## src/rtl/bx_pkg.sv

```systemverilog
// Shared types for the reset-time bypass transceiver.
// Assumes: exactly two transfer directions, A to B and B to A.
package bx_pkg;
    localparam int NUM_DIR = 2;
    localparam int DIR_AB  = 0;
    localparam int DIR_BA  = 1;

    typedef enum logic [1:0] {
        DEST_NONE = 2'd0,
        DEST_A    = 2'd1,
        DEST_B    = 2'd2
    } dest_e;
endpackage

```

## src/rtl/bx_ctrl.sv

```systemverilog
// Mode and transfer decode for the bypass transceiver.
// Registers the bypass flag and the destination of the last transfer.
// Decodes the per-direction load strobes.
// Assumes: rst_n is synchronous to clk; port A alone controls transfers.
module bx_ctrl
    import bx_pkg::*;
(
    input  logic  clk,
    input  logic  rst_n,
    input  logic  a_en,
    input  logic  a_req,
    input  logic  a_rnw,
    output logic  load_ab,
    output logic  load_ba,
    output logic  bypass_q,
    output dest_e dest_q
);
    logic xfer;

    // Transfer strobe: bypass active and master enable and request both high.
    always_comb begin
        xfer    = !rst_n && a_en && a_req;
        load_ab = xfer && !a_rnw;
        load_ba = xfer &&  a_rnw;
    end

    // Registered mode flag follows the sampled reset level.
    always_ff @(posedge clk) begin
        bypass_q <= !rst_n;
    end

    // Tracks which port received the last transfer; cleared outside bypass.
    always_ff @(posedge clk) begin
        if (rst_n) begin
            dest_q <= DEST_NONE;
        end else if (load_ab) begin
            dest_q <= DEST_B;
        end else if (load_ba) begin
            dest_q <= DEST_A;
        end
    end
endmodule

```

## src/rtl/bx_lane.sv

```systemverilog
// One direction of the bypass path: a W-bit output register.
// Held at zero outside bypass; loads on its strobe; holds otherwise.
// Assumes: load is only asserted while bypass is active.
module bx_lane #(
    parameter int W = 36
) (
    input  logic         clk,
    input  logic         bypass,
    input  logic         load,
    input  logic [W-1:0] din,
    output logic [W-1:0] q
);
    // Output register: zero outside bypass, capture on load.
    always_ff @(posedge clk) begin
        if (!bypass) begin
            q <= '0;
        end else if (load) begin
            q <= din;
        end
    end
endmodule

```

## src/rtl/bx_drive.sv

```systemverilog
// Bus drive decision for both ports.
// A port drives when its output enable is high, bypass is active and it
// was the destination of the last transfer.
// Assumes: dest is DEST_NONE whenever bypass is inactive.
module bx_drive
    import bx_pkg::*;
(
    input  logic  bypass_q,
    input  dest_e dest_q,
    input  logic  a_oe,
    input  logic  b_oe,
    output logic  a_drv,
    output logic  b_drv
);
    // Combinational drive enables per port.
    always_comb begin
        a_drv = bypass_q && a_oe && (dest_q == DEST_A);
        b_drv = bypass_q && b_oe && (dest_q == DEST_B);
    end
endmodule

```

## src/rtl/bypass_xcvr.sv

```systemverilog
// Reset-time bypass transceiver top.
// While rst_n is low, port A moves registered words to or from port B in
// the direction a_rnw selects. Port B has no transfer controls.
// Assumes: data widths of both ports are equal (DATA_W).
module bypass_xcvr
    import bx_pkg::*;
#(
    parameter int DATA_W = 36
) (
    input  logic              clk,
    input  logic              rst_n,
    input  logic              a_en,
    input  logic              a_req,
    input  logic              a_rnw,
    input  logic              a_oe,
    input  logic              b_oe,
    input  logic [DATA_W-1:0] a_din,
    input  logic [DATA_W-1:0] b_din,
    output logic [DATA_W-1:0] a_dout,
    output logic              a_dout_en,
    output logic [DATA_W-1:0] b_dout,
    output logic              b_dout_en,
    output logic              bypass_on
);
    logic              load_ab;
    logic              load_ba;
    logic              bypass_q;
    dest_e             dest_q;
    logic              lane_ld [NUM_DIR];
    logic [DATA_W-1:0] lane_d  [NUM_DIR];
    logic [DATA_W-1:0] lane_q  [NUM_DIR];

    bx_ctrl u_ctrl (
        .clk      (clk),
        .rst_n    (rst_n),
        .a_en     (a_en),
        .a_req    (a_req),
        .a_rnw    (a_rnw),
        .load_ab  (load_ab),
        .load_ba  (load_ba),
        .bypass_q (bypass_q),
        .dest_q   (dest_q)
    );

    // Lane inputs: lane DIR_AB feeds port B, lane DIR_BA feeds port A.
    always_comb begin
        lane_ld[DIR_AB] = load_ab;
        lane_ld[DIR_BA] = load_ba;
        lane_d[DIR_AB]  = a_din;
        lane_d[DIR_BA]  = b_din;
    end

    for (genvar i = 0; i < NUM_DIR; i++) begin : g_lane
        bx_lane #(.W(DATA_W)) u_lane (
            .clk    (clk),
            .bypass (!rst_n),
            .load   (lane_ld[i]),
            .din    (lane_d[i]),
            .q      (lane_q[i])
        );
    end

    bx_drive u_drive (
        .bypass_q (bypass_q),
        .dest_q   (dest_q),
        .a_oe     (a_oe),
        .b_oe     (b_oe),
        .a_drv    (a_dout_en),
        .b_drv    (b_dout_en)
    );

    // Output mapping.
    always_comb begin
        b_dout    = lane_q[DIR_AB];
        a_dout    = lane_q[DIR_BA];
        bypass_on = bypass_q;
    end
endmodule

```

## config.mk

```make
export PLATFORM = sky130hd
export DESIGN_NAME = bypass_xcvr
export DESIGN_NICKNAME = d
export VERILOG_FILES = /design/src/rtl/bx_pkg.sv /design/src/rtl/bx_ctrl.sv /design/src/rtl/bx_lane.sv /design/src/rtl/bx_drive.sv /design/src/rtl/bypass_xcvr.sv
export SDC_FILE = /design/constraint.sdc
export NUM_CORES = 1
export LEC_CHECK = 0
export ABC_AREA = 1
export BUFFER_PORTS_ARGS = -buffer_cell sky130_fd_sc_hd__buf_2
export CAP_MARGIN = 20
export CORE_MARGIN = 5
export CORE_UTILIZATION = 47
export CTS_BUF_LIST = sky130_fd_sc_hd__clkbuf_8
export DETAILED_ROUTE_END_ITERATION = 8
export PLACE_DENSITY = 0.79
export REMOVE_ABC_BUFFERS = 1
export SYNTH_ARGS = -nofsm -noshare
export SYNTH_HDL_FRONTEND = slang
export SYNTH_HIERARCHICAL = 1
export SYNTH_SLANG_ARGS = --single-unit
export TNS_END_PERCENT = 5
```

## constraint.sdc

```tcl
create_clock -name clk -period 1.3 [get_ports clk]
set_input_delay 0.26 -clock clk [delete_from_list [all_inputs] [get_ports clk]]
set_output_delay 0.26 -clock clk [all_outputs]
set_load 0.02 [all_outputs]
```

==> out/results.tsv <==
stage	metric	value	unit
status	status	finished clean	
route	DRT iter0 DRCs	64	
die	initial core utilization	48.70	%
min_path	hold path cells	2	
timing	Hold Fails Final Rpt	0	
worst_setup_path	start of the worst register-to-register path	g_lane[0].u_lane/q[1]	
clock_tree	clk root buf	clkbuf_8	
yosys	Cells after Synth	480	
worst_setup_path	Largest delay share family, worst path	flip-flops	
clock_tree	CTS tree	built	
yosys	Synth Register Bits	75	
power	Clock power frac	40.8	%
worst_setup_path	CP Capture Point	a_dout_en	
global_routing	initial antenna violation count	0	
route	WL final	7.848	mm
yosys	synth top area cells	dfxtp_1 40%, nand2_2 20%, nor2_2 12%, inv_1 7.8%, nor2_1 7.3%	
min_path	hold path startpoint	rst_n	
worst_setup_path	crit path DAT	990	ps
cells_and_area	fraction of layout cells with a size suffix above 1	60.28	%
route	DRC viols	0	
global_routing	GRT Residual Overflow	0	
timing	fin. max-slew vios	0	
worst_setup_path	R2R setup slack	690	ps
worst_setup_path	WP data required	1040	ps
placement	area post-placement	0.004499	mm2
cells_and_area	Area Overhead vs Synth	26.13	%
worst_setup_path	Crit Path Max Fanout	3	
clock_tree	Worst-path clk slew	80	ps
power	Gate power share	14.3	%
die	Die Y-Extent	99.71	um
yosys	Distinct cells, synth	11	
die	I/O Pins	154	
worst_setup_path	Reg-to-Reg End	g_lane[0].u_lane/q[1]	
timing	Setup violations, final	0	
power	Sw Share	24.49	%
clock_tree	Skew-Pair Late Insertion Delay	320	ps
timing	Max Freq	799.1	MHz
worst_setup_path	crit path capture type	primary output	
global_routing	vias in the first global route	2978	
timing	fin crit period	1251	ps
placement	Post-DP HPWL	5.960	mm
cells_and_area	final instance area	0.004771	mm2
power	internal power	4.069	mW
yosys	Avg Inst Size Synth	7.880	um2
cells_and_area	utilization after layout	61.42	%
worst_setup_path	crit path kind	reg -> out	
yosys	Synth Cell Area	0.003782	mm2
timing	period utilization	96.27	%
global_routing	global-route wire length before repair	12.88	mm
power	Tot Pwr	5.388	mW
worst_setup_path	WP depth	3	
power	Power Density	1129	mW/mm2
cells_and_area	antenna fix cells	0	
yosys	post-synthesis cell type with the largest combined area	dfxtp_1	
worst_setup_path	Slowest Stage Delay on Critical Path	340	ps
timing	clock skew	0	ps
route	Avg WL per Cell	10.62	um
cells_and_area	fillers	705	
placement	Buffers on Ports	153	
clock_tree	cts-stage hold buffer count	0	
route	Pre-antenna DRT Iters	4	
run	Maximum Capacitance Violations	0	
timing	Setup TNS	0	ps
global_routing	largest net degree at the start of global routing	44	
clock_tree	CTS sink cnt	75	
clock_tree	H-tree levels	3	
power	sequential share of power	45.0	%
timing	unrepaired setup endpoints after global routing	true	
worst_setup_path	crit-path cells	nand2_1 -> nor2_4 -> buf_6	
yosys	register area share after synthesis	39.70	%
timing	actual slew at the worst max-slew pin	275.8	ps
route	via count	3117	
power	VDD IR max	0.6257	mV
clock_tree	largest buffer count on any clock path	2	
yosys	number of synthesis warnings	6	
cells_and_area	most frequent cells in the layout	151 x buf_2, 122 x nand2_2, 75 x inv_1	
placement	routability cong.	0.8202	
global_routing	Overall Global Routing Usage	15.62	%
power	NetSw	1.320	mW
clock_tree	total CTS buffers	9	
clock_tree	Post-CTS Setup Bufs	0	
die	Cell Rows	32	
worst_setup_path	crit path buf inv count	1	
worst_setup_path	CP Launch Type	register	
worst_setup_path	Reg2Reg Depth	2	
route	vias per cell	4.218	
cells_and_area	Final nets	712	
power	Leak	2.497	nW
die	core area	0.007767	mm2
worst_setup_path	crit path from	u_ctrl/bypass_q	
cells_and_area	commonest non-fill, non-tap cell in the layout	buf_2	
timing	worst relative slew slack	81.61	%
yosys	post-synth top area share	39.70	%
die	Die Wd	99.71	um
worst_setup_path	Crit-path slowest cell	dfxtp_2	
min_path	Worst Hold Class	in -> reg	
die	die area	0.009942	mm2
route	Routed Antenna Nets	0	
kinds of logic after synthesis:
logic type | Yosys count | synth area share, %
buffers and inverters | 103 | 17.43
AND/OR/NAND/NOR | 302 | 42.87
flip-flops | 75 | 39.70
layout make-up:
type                    count  area (um2)  area share, %
clock inverters             4       97.59          2.046
inverters                  79       297.8          6.242
flip-flops and latches     75        1505          31.55
well taps                 102       127.6          2.675
repair buffers            166       959.7          20.12
multi-input cells         302        1632          34.20
clock buffers              11       151.4          3.173
worst min path at each step:
stage	endpoint	slack [ps]
final	u_ctrl/bypass_q	160
after global routing	u_ctrl/bypass_q	140
after CTS	u_ctrl/bypass_q	130
after detailed placement	g_lane[1].u_lane/q[35]	470
after global placement	g_lane[0].u_lane/q[35]	450
after floorplan	u_ctrl/bypass_q	350
power groups by stage:
stage | Sequential [mW] | Clock [mW] | Combinational (mW)
floorplan | 2.57 | 0 | 0.406
global placement | 2.47 | 0 | 0.753
detailed placement | 2.47 | 0 | 0.770
CTS | 2.42 | 2.27 | 0.775
global route | 2.43 | 2.37 | 0.846
finish | 2.42 | 2.20 | 0.769
flip-flops by register name, summed over array words and instances, names as in the netlist:
signal	count
g_lane.u_lane/q	72
u_ctrl/bypass_q	1
u_ctrl/dest_q	2
repair_timing:
action / 4_1_cts / 5_1_grt
pin swaps: 0 / 1
endpoints found under the setup margin: 1 / 2
resized for setup: 2 / 8
endpoints found under the hold margin: 0 / 0
synthesized netlist by cell type:
master	number
nand2_2	121
inv_1	79
dfxtp_1	75
nor2_1	74
nor2_2	73
nand2_1	32
buf_8	8
buf_12	6
buf_6	6
clkbuf_8	4
nand3_1	2
stage by stage:
step           hold WS, ps  setup WS [ps]  std cells
5_1_grt              139.4         -20.20        739
6_report             155.3          48.53        739
3_5_place_dp         467.3          22.64        724
2_1_floorplan        349.2          -1083        456
3_3_place_gp         450.9          49.61        724
4_1_cts              134.0          15.36        739
per-layer routing:
metal	GRT usage, %	share of wire (%)
met1	18.30	42
met2	27.24	48
met3	3.997	9.1
met4	5.882	1.2
met5	0	0
Note: power is estimated with default switching activity, not from simulation.
